$ cat config.mk
export PLATFORM = sky130hd
export DESIGN_NAME = mdio_mgmt_engine
export DESIGN_NICKNAME = d
export VERILOG_FILES = /design/src/rtl/mdio_pkg.sv /design/src/rtl/mdio_clkgen.sv /design/src/rtl/mdio_frame_seq.sv /design/src/rtl/mdio_mgmt_engine.sv
export SDC_FILE = /design/constraint.sdc
export NUM_CORES = 1
export LEC_CHECK = 0
export BUFFER_PORTS_ARGS = -buffer_cell sky130_fd_sc_hd__buf_2
export CAP_MARGIN = 15
export CELL_PAD_IN_SITES_DETAIL_PLACEMENT = 2
export CELL_PAD_IN_SITES_GLOBAL_PLACEMENT = 2
export CORE_ASPECT_RATIO = 0.7
export CORE_MARGIN = 2
export CORE_UTILIZATION = 30
export DETAILED_ROUTE_END_ITERATION = 16
export PLACE_DENSITY_LB_ADDON = 0.2
export RECOVER_POWER = 50
export SLEW_MARGIN = 10
export SYNTH_ARGS = -nofsm -noshare
export SYNTH_HDL_FRONTEND = slang
export SYNTH_SLANG_ARGS = --single-unit
export TNS_END_PERCENT = 50
$ cat constraint.sdc
create_clock -name clk -period 4.5 [get_ports clk]
set_input_delay 0.45 -clock clk [delete_from_list [all_inputs] [get_ports clk]]
set_output_delay 0.45 -clock clk [all_outputs]
set_load 0.05 [all_outputs]
$ cat src/rtl/mdio_pkg.sv
package mdio_pkg;
  localparam int MDC_CNT_W   = 7;
  localparam int OP_HI       = 29;
  localparam int OP_LO       = 28;
  localparam logic [1:0] OP_READ = 2'b10;
  localparam int CODE_LO     = 18;
  localparam int MGMT_EN_BIT = 4;
  localparam int IDLE_BIT    = 2;

  typedef enum logic [1:0] {
    A_CTRL  = 2'd0,
    A_CFG   = 2'd1,
    A_STAT  = 2'd2,
    A_MAINT = 2'd3
  } reg_addr_e;

  // half of the MDC divisor, in host clocks
  function automatic logic [MDC_CNT_W-1:0] mdc_half(input logic [2:0] code);
    case (code)
      3'd0:    mdc_half = MDC_CNT_W'(4);
      3'd1:    mdc_half = MDC_CNT_W'(8);
      3'd2:    mdc_half = MDC_CNT_W'(16);
      3'd3:    mdc_half = MDC_CNT_W'(24);
      3'd4:    mdc_half = MDC_CNT_W'(32);
      3'd5:    mdc_half = MDC_CNT_W'(48);
      3'd6:    mdc_half = MDC_CNT_W'(64);
      default: mdc_half = MDC_CNT_W'(112);
    endcase
  endfunction
endpackage

$ cat src/rtl/mdio_clkgen.sv
module mdio_clkgen
  import mdio_pkg::*;
(
  input  logic       clk,
  input  logic       rst_n,
  input  logic       run,
  input  logic [2:0] code,
  output logic       mdc,
  output logic       rise_tick,
  output logic       fall_tick
);
  logic [MDC_CNT_W-1:0] cnt_q, cnt_d, half;
  logic                 mdc_q, mdc_d, term;

  assign half = mdc_half(code);
  assign term = run && (cnt_q == half - 1'b1);

  always_comb begin
    cnt_d = cnt_q;
    mdc_d = mdc_q;
    if (!run) begin
      cnt_d = '0;
      mdc_d = 1'b0;
    end else if (term) begin
      cnt_d = '0;
      mdc_d = ~mdc_q;
    end else begin
      cnt_d = cnt_q + 1'b1;
    end
  end

  always_ff @(posedge clk or negedge rst_n) begin
    if (!rst_n) begin
      cnt_q <= '0;
      mdc_q <= 1'b0;
    end else begin
      cnt_q <= cnt_d;
      mdc_q <= mdc_d;
    end
  end

  assign mdc       = mdc_q;
  assign rise_tick = term && !mdc_q;
  assign fall_tick = term && mdc_q;
endmodule

$ cat src/rtl/mdio_frame_seq.sv
module mdio_frame_seq
  import mdio_pkg::*;
#(
  parameter int PRE_LEN = 32,
  parameter int WORD_W  = 32,
  parameter int DATA_W  = 16
) (
  input  logic              clk,
  input  logic              rst_n,
  input  logic              start,
  input  logic [WORD_W-1:0] word,
  input  logic              rise_tick,
  input  logic              fall_tick,
  input  logic              mdio_i,
  output logic              busy,
  output logic              mdio_o,
  output logic              mdio_oe,
  output logic              rd_done,
  output logic [DATA_W-1:0] rd_data
);
  localparam int FRAME_LEN = PRE_LEN + WORD_W;
  localparam int IDX_W     = $clog2(FRAME_LEN);
  localparam int REL_IDX   = FRAME_LEN - DATA_W - 1;
  localparam int DAT_IDX   = REL_IDX + 1;
  localparam int LAST_IDX  = FRAME_LEN - 1;

  logic                 busy_q, busy_d, rd_op_q, rd_op_d, last_bit;
  logic [FRAME_LEN-1:0] sr_q, sr_d;
  logic [IDX_W-1:0]     idx_q, idx_d;
  logic [DATA_W-1:0]    cap_q, cap_d;

  assign last_bit = busy_q && fall_tick && (idx_q == IDX_W'(LAST_IDX));

  always_comb begin
    busy_d  = busy_q;
    rd_op_d = rd_op_q;
    sr_d    = sr_q;
    idx_d   = idx_q;
    cap_d   = cap_q;
    if (start && !busy_q) begin
      busy_d  = 1'b1;
      rd_op_d = (word[OP_HI:OP_LO] == OP_READ);
      sr_d    = {{PRE_LEN{1'b1}}, word};
      idx_d   = '0;
    end else if (busy_q) begin
      if (rise_tick && (idx_q >= IDX_W'(DAT_IDX)))
        cap_d = {cap_q[DATA_W-2:0], mdio_i};
      if (fall_tick) begin
        if (last_bit) begin
          busy_d = 1'b0;
        end else begin
          sr_d  = {sr_q[FRAME_LEN-2:0], 1'b1};
          idx_d = idx_q + 1'b1;
        end
      end
    end
  end

  always_ff @(posedge clk or negedge rst_n) begin
    if (!rst_n) begin
      busy_q  <= 1'b0;
      rd_op_q <= 1'b0;
      sr_q    <= '0;
      idx_q   <= '0;
      cap_q   <= '0;
    end else begin
      busy_q  <= busy_d;
      rd_op_q <= rd_op_d;
      sr_q    <= sr_d;
      idx_q   <= idx_d;
      cap_q   <= cap_d;
    end
  end

  assign busy    = busy_q;
  assign mdio_o  = sr_q[FRAME_LEN-1];
  assign mdio_oe = busy_q && !(rd_op_q && (idx_q >= IDX_W'(REL_IDX)));
  assign rd_done = last_bit && rd_op_q;
  assign rd_data = cap_q;
endmodule

$ cat src/rtl/mdio_mgmt_engine.sv
module mdio_mgmt_engine
  import mdio_pkg::*;
#(
  parameter int PRE_LEN = 32,
  parameter int REG_W   = 32,
  parameter int DATA_W  = 16
) (
  input  logic             clk,
  input  logic             rst_n,
  input  logic             reg_wr,
  input  logic [1:0]       reg_addr,
  input  logic [REG_W-1:0] reg_wdata,
  output logic [REG_W-1:0] reg_rdata,
  output logic             mdc,
  output logic             mdio_o,
  output logic             mdio_oe,
  input  logic             mdio_i
);
  logic [REG_W-1:0]  ctrl_q, ctrl_d, cfg_q, cfg_d, maint_q, maint_d;
  logic              busy, idle, mgmt_en, maint_wr, accept, start;
  logic              rise_tick, fall_tick, rd_done;
  logic [DATA_W-1:0] rd_data;

  assign idle     = !busy;
  assign mgmt_en  = ctrl_q[MGMT_EN_BIT];
  assign maint_wr = reg_wr && (reg_addr == A_MAINT);
  assign accept   = maint_wr && !busy;
  assign start    = accept && mgmt_en;

  always_comb begin
    ctrl_d  = (reg_wr && reg_addr == A_CTRL) ? reg_wdata : ctrl_q;
    cfg_d   = (reg_wr && reg_addr == A_CFG)  ? reg_wdata : cfg_q;
    maint_d = maint_q;
    if (accept)
      maint_d = reg_wdata;
    else if (rd_done)
      maint_d[DATA_W-1:0] = rd_data;
  end

  always_ff @(posedge clk or negedge rst_n) begin
    if (!rst_n) begin
      ctrl_q  <= '0;
      cfg_q   <= '0;
      maint_q <= '0;
    end else begin
      ctrl_q  <= ctrl_d;
      cfg_q   <= cfg_d;
      maint_q <= maint_d;
    end
  end

  always_comb begin
    case (reg_addr)
      A_CTRL:  reg_rdata = ctrl_q;
      A_CFG:   reg_rdata = cfg_q;
      A_STAT:  reg_rdata = REG_W'(idle) << IDLE_BIT;
      default: reg_rdata = maint_q;
    endcase
  end

  mdio_clkgen u_clk (
    .clk       (clk),
    .rst_n     (rst_n),
    .run       (busy),
    .code      (cfg_q[CODE_LO+2:CODE_LO]),
    .mdc       (mdc),
    .rise_tick (rise_tick),
    .fall_tick (fall_tick)
  );

  mdio_frame_seq #(
    .PRE_LEN (PRE_LEN),
    .WORD_W  (REG_W),
    .DATA_W  (DATA_W)
  ) u_seq (
    .clk       (clk),
    .rst_n     (rst_n),
    .start     (start),
    .word      (reg_wdata),
    .rise_tick (rise_tick),
    .fall_tick (fall_tick),
    .mdio_i    (mdio_i),
    .busy      (busy),
    .mdio_o    (mdio_o),
    .mdio_oe   (mdio_oe),
    .rd_done   (rd_done),
    .rd_data   (rd_data)
  );
endmodule

==> results of run 1 <==
## per-stage QoR
| stage | hold slack, ns | total power [mW] | utilization, % |
|---|---|---|---|
| floorplan | 0.154 | 2.89 | - |
| global placement | 0.459 | 3.27 | 32.6 |
| detailed placement | 0.466 | 3.29 | 32.6 |
| CTS | 0.115 | 4.99 | 34.7 |
| global route | 0.235 | 5.18 | 34.7 |
| finish | 0.254 | 4.94 | 34.7 |
## layer usage
layer  GRT usage (%)  wire length [um]  vias up
met5               0                 0        -
met4            3.23               184        0
met3            4.07               914       16
met2            28.2             12600       96
met1            26.6             14900     3802
li1                -                 -     3302
## flip-flops by register name, summed over array words and instances (netlist names)
signal and count:
u_seq.busy 1, u_clk.cnt_q 7, u_clk.mdc 1, u_seq.idx_q 6
ctrl_q 32, u_seq.rd_data 16, u_seq.sr_q 64, maint_q 32
cfg_q 32, u_seq.rd_op_q 1
## report_power, final
group / leakage [nW] / internal, mW / switching (mW)
clock: 0.302 / 0.961 / 0.719
combinational: 1.93 / 0.341 / 0.855
sequential: 2.24 / 1.91 / 0.155
total: 4.48 / 3.21 / 1.73
## worst min-delay path by stage
stage	cells after the start	to
floorplan	0	cfg_q[0]
detailed placement	2	maint_q[31]
finish	2	u_seq.rd_data[0]
global route	2	u_seq.rd_data[0]
global placement	1	u_clk.cnt_q[0]
CTS	1	ctrl_q[3]
## cells by family (layout without fill, tap and decap cells)
family                   after synthesis  after routing  synth area share (%)
buffers and inverters                 92            131                  4.26
adder cells (fa/ha/maj)                3              3                 0.402
AO/OA/AOI/OAI                        179            179                  12.7
flip-flops                           192            192                  51.4
multiplexers                         116            116                  13.6
AND/OR/NAND/NOR                      287            287                  16.8
XOR/XNOR                               8              8                 0.750
## cells in the final DEF, fill, tap and decap left out, types with 5 or more instances in the layout
cell and count:
nand2_1 89, mux2i_1 35, dfrtp_1 192, o21ai_0 63
a221o_1 28, nor4_1 35, or4_1 18, o31ai_1 23
buf_4 20, and4_1 30, a31oi_1 52, nor2_1 32
and2_1 32, clkbuf_16 17, buf_2 68, nand2b_1 5
mux2_2 80, nand3_1 24, xor2_1 5, nand4_1 5
## cell type report
type / instances / share of cell area (%)
Clock buffer: 19 / 4.23
Clock inverter: 13 / 1.71
Inverter: 3 / 0.105
Multi-Input combinational cell: 593 / 38.9
Sequential cell: 192 / 44.9
Tap cell: 420 / 4.91
Timing Repair Buffer: 96 / 5.26
==> flow_summary.toml, run 1 <==
[sta]
skew_ns = 0.0152
fin_crit_sh_pct = 79.5
grt_setup_unrepaired = "false"
fin_crit_ns = 3.58
drv_slew = 107
setup_viol = 0
fin_setup_tns_ns = 0
setup_ws_ns = 0.921
hold_viol_final = 0
worstMarginPinSlew_ns = 2.67
slew_headroom_pct = -77.8
fmax_ghz = 0.279

[clocking]
tritoncts = "done"
cts_sinks = 192
clockBufferDepth = 2
numCtsBuffers = 17
post_cts_buffers = 0
cts_resized = 0
insertion_delay_ns = 0.45
htreeDepth = 4
clockRootBuffer = "clkbuf_16"
cts-hold-fix-buffers = 0
path_clk_slew_ns = 0.07

[synthesis]
syn_avg_cell_area_um2 = 10.7
synth_edf_count = 0
yosysTopAreaCellShare_pct = 51.4
yosys-top-cells-area = "dfrtp_1 (51%), mux2_2 (9.6%), mux2i_1 (3.7%)"
async_flop_share_pct = 100
synth_most_common_cell = "dfrtp_1"
seq_area_frac_synth_pct = 51.4
yosys.area.top_type = "dfrtp_1"
synthTopCellsByCount = "dfrtp_1 (192), nand2_1 (90), mux2_2 (80)"
synth.distinct_cells = 43
mappedNetlistNets = 918
syn_inst = 877
synth_ff_type = "dfrtp_1"
yosys_warnings = 0
synth_seq_cells = 192
synthesis.area_mm2 = 0.00934

[critical_path]
start_kind = "flip-flop"
slowest_delay_ns = 0.92
path_class = "reg -> reg"
slowest_stage = "or3_2"
r2r-end = "u_clk.cnt_q[3]"
crit_arrival_ns = 3.88
cp_top_family = "simple AND/OR/NAND/NOR gates"
path_buf_inv = 0
r2r-start = "cfg_q[20]"
end_kind = "flip-flop"
critical_path.endpoint = "u_clk.cnt_q[3]"
worstPathRequired_ns = 4.80
r2r_cells = 7
cp_max_fo = 58
worst-path-stages = 7
crit_start = "cfg_q[20]"
crit_chain = "or3_4, ha_1, xor2_1, nor3_1, or3_2, o31ai_1, nor2_1"
r2r_slack_ns = 0.92

[grt]
grtUsageTotal_pct = 18.3
grt_max_degree = 97
antenna_found_initial = 0
grt_overflow = 0
grt_pass1_wl_um = 46700
grt_pass1_vias = 7931

[placed_design]
place_ws_ns = 0.878
dp_hpwl_um = 18100
routabilityCongestion = 0.764
io_buffers = 72
dp.cells = 1303
placed_area_mm2 = 0.0101

[min_path]
hp-start = "mdio_i"
hold_class = "in -> reg"

[layout]
regArea_mm2 = 0.00480
syn2layout_area_growth_pct = 14.6
drive_gt1_share_pct = 23.6
fin_cells = 1336
multiInputGateArea_mm2 = 0.00416
diodes = 0
final_cell_area_mm2 = 0.0107
fillCellCount = 3326
nets = 944

[drt]
route.detailed.drc = 0
antenna_left = 0
drt-vias-per-instance = 5.40
dr.first_iter.drc_count = 490
drt_pass1_iterations = 4
wl_per_cell_um = 21.4
routed_wirelength_um = 28600
vias = 7216

[floorplan]
io_pins = 73
std_cell_rows = 54
die_h_um = 152
core_mm2 = 0.0309
initial_core_util_pct = 30.3
fp.dieArea_mm2 = 0.0326
die_w_um = 215

[power_and_ir_drop]
p_per_area_mw_per_mm2 = 461
irDropWorstVdd_mv = 0.208
leakagePower_nw = 4.48

[run_status]
violations = "capacitance limit, slew limit"
status = "complete, but fails checks"

[job]
maxCapViolCount = 2
Note: power is estimated with default switching activity, not from simulation.
==> run 2: changes to the inputs <==
--- a/config.mk
+++ b/config.mk
@@ -5,6 +5,7 @@
 export SDC_FILE = /design/constraint.sdc
 export NUM_CORES = 1
 export LEC_CHECK = 0
+export ABC_AREA = 1
 export BUFFER_PORTS_ARGS = -buffer_cell sky130_fd_sc_hd__buf_2
 export CAP_MARGIN = 15
 export CELL_PAD_IN_SITES_DETAIL_PLACEMENT = 2
==> constraint.sdc (replaced) <==
create_clock -name clk -period 3.3 [get_ports clk]
set_input_delay 0.33 -clock clk [delete_from_list [all_inputs] [get_ports clk]]
set_output_delay 0.33 -clock clk [all_outputs]
set_load 0.05 [all_outputs]
==> run 2 against run 1 <==
The run still ends with capacitance limit, slew limit left. First-iteration DRC count fell by 30%. Die area fell by 6.7%. Critical path type is now in -> reg. Clock skew fell by 0.0063 ns. Routed wire length fell by 3.9%. Clock-buffer cell count rose by 1. Utilization rose by 0.29 points. Cell count rose by 14%. Setup slack got worse by 0.54 ns. Critical path depth did not move. Global-route usage rose by 0.79 points. Critical endpoint is now ctrl_q[0].
==> flow_summary.toml, run 2 <==
[synthesis]
async_flop_share_pct = 100
synthesis.area_mm2 = 0.00871
syn_avg_cell_area_um2 = 8.03
synth_most_common_cell = "nand2_1"
yosys.area.top_type = "dfrtp_1"
synth_seq_cells = 192
yosysTopAreaCellShare_pct = 55.2
syn_inst = 1085
yosys_warnings = 0
mappedNetlistNets = 1126
synth_edf_count = 0
synthTopCellsByCount = "nand2_1 (422), dfrtp_1 (192), o21ai_0 (172)"
synth_ff_type = "dfrtp_1"
seq_area_frac_synth_pct = 55.2
yosys-top-cells-area = "dfrtp_1 (55%), nand2_1 (18%), o21ai_0 (9.9%)"
synth.distinct_cells = 28

[clocking]
cts_sinks = 192
clockBufferDepth = 2
clockRootBuffer = "clkbuf_16"
insertion_delay_ns = 0.45
htreeDepth = 4
cts_resized = 0
numCtsBuffers = 17
tritoncts = "done"
path_clk_slew_ns = 0.07

[critical_path]
r2r_cells = 15
start_kind = "input port"
cp_max_fo = 24
crit_arrival_ns = 3.23
worstPathRequired_ns = 3.61
critical_path.endpoint = "ctrl_q[0]"
r2r-start = "cfg_q[20]"
r2r_slack_ns = 0.51
r2r-end = "u_seq.sr_q[62]"
crit_start = "reg_addr[1]"
path_class = "in -> reg"
end_kind = "flip-flop"

[sta]
fin_crit_ns = 2.92
whs_ns = 0.137
worstMarginPinSlew_ns = 2.13
grt_setup_unrepaired = "false"
skew_ns = 0.00894
setup_viol = 0
slew_headroom_pct = -42.0
fin_crit_sh_pct = 88.5
fmax_ghz = 0.342
drv_slew = 79
hold_viol_final = 0
setup_ws_ns = 0.378
fin_setup_tns_ns = 0

[power_and_ir_drop]
p_clk_share_pct = 37.1
finalPower_mw = 5.72
p_sw_mw = 1.71
internal_power_mw = 4.01
seqPwrFrac_pct = 48.6
p_sw_share_pct = 29.9
p_per_area_mw_per_mm2 = 569
p_comb_share_pct = 14.4
leakagePower_nw = 5.10
irDropWorstVdd_mv = 0.283

[grt]
grt_overflow = 0
grtUsageTotal_pct = 19.1
grt_pass1_vias = 8040
antenna_found_initial = 1
grt_pass1_wl_um = 45800
grt_max_degree = 80

[drt]
routed_wirelength_um = 27500
drt-vias-per-instance = 4.84
route.detailed.drc = 0
drt_pass1_iterations = 5
dr.first_iter.drc_count = 345
antenna_left = 0
wl_per_cell_um = 18.0
vias = 7370

[floorplan]
io_pins = 73
core_mm2 = 0.0288
fp.dieArea_mm2 = 0.0304
die_w_um = 208
std_cell_rows = 52
initial_core_util_pct = 30.3
die_h_um = 147

[job]
maxCapViolCount = 1

[layout]
largest_reg_flops = 64
drive_gt1_share_pct = 11.5
mostFrequentLayoutCell = "nand2_1"
nets = 1174
fin_cells = 1524
diodes = 0
syn2layout_area_growth_pct = 15.4
top_register = "u_seq.sr_q"
layout_common_cells = "nand2_1 (420), dfrtp_1 (192), o21ai_0 (172)"
final_cell_area_mm2 = 0.0101
fin_util_pct = 35.0

[placed_design]
place_ws_ns = 0.521
routabilityCongestion = 0.709
io_buffers = 72
placed_area_mm2 = 0.00949
dp.cells = 1491
dp_hpwl_um = 18400

[min_path]
hold_class = "in -> reg"

[run_status]
violations = "capacitance limit, slew limit"
status = "complete, but fails checks"
run 2: worst min-delay path by stage:
stage | startpoint | end | cells past startpoint
floorplan | rst_n | cfg_q[0] | 0
global placement | rst_n | ctrl_q[31] | 1
detailed placement | rst_n | maint_q[21] | 1
CTS | reg_wdata[0] | u_seq.sr_q[0] | 3
global route | reg_wdata[0] | u_seq.sr_q[0] | 3
finish | mdio_i | u_seq.rd_data[0] | 3
run 2: cell families after synthesis:
| logic type | after synthesis | synth area share, % |
|---|---|---|
| and+or+nand+nor | 566 | 26.9 |
| DFF | 192 | 55.2 |
| AOI/OAI and AO/OA | 182 | 10.6 |
| buffers and inverters | 135 | 6.24 |
| xor gates and xnor gates | 7 | 0.704 |
| adders and majority gates | 3 | 0.431 |
run 2: power groups by stage:
| stage | sequential (mW) | combinational [mW] | clock (mW) |
|---|---|---|---|
| 2_1_floorplan | 2.79 | 0.542 | 0 |
| 3_3_place_gp | 2.81 | 0.808 | 0 |
| 3_5_place_dp | 2.82 | 0.844 | 0 |
| 4_1_cts | 2.78 | 0.849 | 2.20 |
| 5_1_grt | 2.82 | 0.938 | 2.29 |
| 6_report | 2.78 | 0.821 | 2.12 |
run 2: repair_timing:
| action | 4_1_cts | 5_1_grt |
|---|---|---|
| hold endpoints to repair | 76 | 0 |
| hold buffers | 1 | 0 |
| endpoints found under the setup margin | 0 | 0 |
| buffers inserted | 0 | 0 |
run 2: area by class of cell:
type	instances	area, um2
Fill cell	3323	18700
Sequential cell	192	4800
Multi-Input combinational cell	758	3370
Timing Repair Buffer	93	549
Tap cell	378	473
Clock buffer	20	457
Inverter	71	267
Clock inverter	12	136
run 2: layer usage:
metal / wire, um / track usage, % / part of all wire (%) / up-vias
li1: - / - / - / 3564
met1: 14700 / 28.9 / 53 / 3719
met2: 11900 / 28.4 / 43 / 72
met3: 637 / 3.55 / 2.3 / 15
met4: 228 / 3.94 / 0.83 / 0
met5: 0 / 0 / 0 / -
run 2: critical path, cell delays in order:
cell	delay (ns)
clkbuf_1	0.10
nor2_1	0.14
clkbuf_1	1.03
nand2_1	0.81
clkbuf_2	0.54
nand2_1	0.16
o21ai_0	0.10
==> run 3: changes to the inputs <==
==> constraint.sdc (replaced) <==
create_clock -name clk -period 3.6 [get_ports clk]
set_input_delay 0.36 -clock clk [delete_from_list [all_inputs] [get_ports clk]]
set_output_delay 0.36 -clock clk [all_outputs]
set_load 0.05 [all_outputs]
==> run 3 against run 2 <==
The run still ends with capacitance limit, slew limit left. Flip-flop and latch count did not move. Combinational power is 8.6% lower. Register-to-register slack better by 0.23 ns. Largest power group unchanged. Critical endpoint is now u_seq.sr_q[46]. Largest cell class unchanged.
==> flow_summary.toml, run 3 (synthesized netlist as in run 2, its figures left out) <==
[layout]
fin_cells = 1521
fin_util_pct = 34.9
top_register = "u_seq.sr_q"
drive_gt1_share_pct = 11.1
syn2layout_area_growth_pct = 15.1
diodes = 0
layout_common_cells = "nand2_1 (421), dfrtp_1 (192), o21ai_0 (172)"
final_cell_area_mm2 = 0.0100
mostFrequentLayoutCell = "nand2_1"
largest_reg_flops = 64
nets = 1171

[placed_design]
routabilityCongestion = 0.728
placed_area_mm2 = 0.00943
io_buffers = 72
dp_hpwl_um = 17500
dp.cells = 1488

[floorplan]
fp.dieArea_mm2 = 0.0304
initial_core_util_pct = 30.3
io_pins = 73
std_cell_rows = 52
die_w_um = 208
core_mm2 = 0.0288
die_h_um = 147

[power_and_ir_drop]
p_comb_share_pct = 14.0
internal_power_mw = 3.78
p_per_area_mw_per_mm2 = 533
seqPwrFrac_pct = 47.7
irDropWorstVdd_mv = 0.249
p_clk_share_pct = 38.3
leakagePower_nw = 5.10
p_sw_mw = 1.57
p_sw_share_pct = 29.3

[job]
maxCapViolCount = 2

[clocking]
htreeDepth = 4
insertion_delay_ns = 0.45
cts_sinks = 192
clockRootBuffer = "clkbuf_16"
post_cts_buffers = 0
path_clk_slew_ns = 0.07
numCtsBuffers = 17
tritoncts = "done"
clockBufferDepth = 2
cts_resized = 0

[grt]
grt_pass1_wl_um = 44200
grt_pass1_vias = 7826
antenna_found_initial = 1
grt_max_degree = 83
grtUsageTotal_pct = 18.4
grt_overflow = 0

[critical_path]
crit_arrival_ns = 3.24
crit_chain = "nor2_2, nand2_1, ha_1, nand2_1, nand2_1, nor2_1, nand3_1, nor2_2, nand3_2, nor2_4, nand2_4, nand2_4, o21ai_0, nand2_1"
slowest_delay_ns = 0.55
end_kind = "flip-flop"
cp_common_cell = "nand2_1"
start_kind = "flip-flop"
path_class = "reg -> reg"
cp_max_fo = 68
worstPathRequired_ns = 3.98
slowest_stage = "nand2_4"

[run_status]
status = "complete, but fails checks"
violations = "capacitance limit, slew limit"

[drt]
drt_pass1_iterations = 4
dr.first_iter.drc_count = 381
vias = 7327
drt-vias-per-instance = 4.82
antenna_left = 0
route.detailed.drc = 0
routed_wirelength_um = 26700
wl_per_cell_um = 17.6

[sta]
worstMarginPinSlew_ns = 2.21
setup_viol = 0
fmax_ghz = 0.350
grt_setup_unrepaired = "false"
skew_ns = 0.0117
fin_setup_tns_ns = 0
drv_slew = 123
fin_crit_sh_pct = 79.4
fin_crit_ns = 2.86
slew_headroom_pct = -47.3
hold_viol_final = 0

[min_path]
hold_class = "in -> reg"
## run 3: critical path: cells and delay by family, from the launching register on
kind / cells / cell delay, ns
adders and majority gates: 1 / 0.31
DFF: 1 / 0.43
and+or+nand+nor: 12 / 1.77
AOI/OAI and AO/OA: 1 / 0.25
## run 3: through the flow
step	total power [mW]	hold slack (ns)	setup WS, ns
floorplan	3.05	0.0644	1.46
global placement	3.31	0.460	0.866
detailed placement	3.35	0.459	0.730
CTS	5.45	0.136	0.699
global route	5.64	0.170	0.409
finish	5.35	0.164	0.742
## run 3: power by group through the flow
stage               sequential [mW]  clock (mW)  combinational (mW)
finish                         2.55        2.05               0.750
global placement               2.58           0               0.735
CTS                            2.55        2.12               0.774
detailed placement             2.59           0               0.768
global route                   2.58        2.19               0.861
floorplan                      2.56           0               0.497
## run 3: worst paths after layout
path / slack (ns) / start / end / depth (start not counted)
worst max-delay path: 0.74 / cfg_q[20] / u_seq.sr_q[46] / 14
worst min-delay path: 0.16 / reg_wdata[28] / u_seq.rd_op_q / 2
worst max register to register: 0.74 / cfg_q[20] / u_seq.sr_q[46] / 14
worst min register to register: 0.47 / u_clk.cnt_q[0] / u_clk.cnt_q[0] / 1
max in group asynchronous: 0.90 / rst_n / ctrl_q[14] / 3
min in group asynchronous: 1.08 / rst_n / u_clk.cnt_q[1] / 2
## run 3: cell type report
class / count / area (um2)
Sequential cell: 192 / 4800
Timing Repair Buffer: 90 / 490
Fill cell: 3309 / 18700
Tap cell: 378 / 473
Multi-Input combinational cell: 758 / 3370
Clock buffer: 19 / 433
Inverter: 71 / 267
Clock inverter: 13 / 186
## run 3: routing by layer
metal / track usage [%] / share of wire (%) / vias to the layer above / routed length [um]
li1: - / - / 3563 / -
met1: 27.6 / 54 / 3676 / 14400
met2: 27.3 / 43 / 72 / 11400
met3: 3.53 / 2.7 / 16 / 720
met4: 4.54 / 0.89 / 0 / 239
met5: 0 / 0 / - / 0
## run 3: timing repair
action,in CTS,in global routing
endpoints found under the setup margin,0,0
hold buffers,1,0
endpoints found under the hold margin,49,0
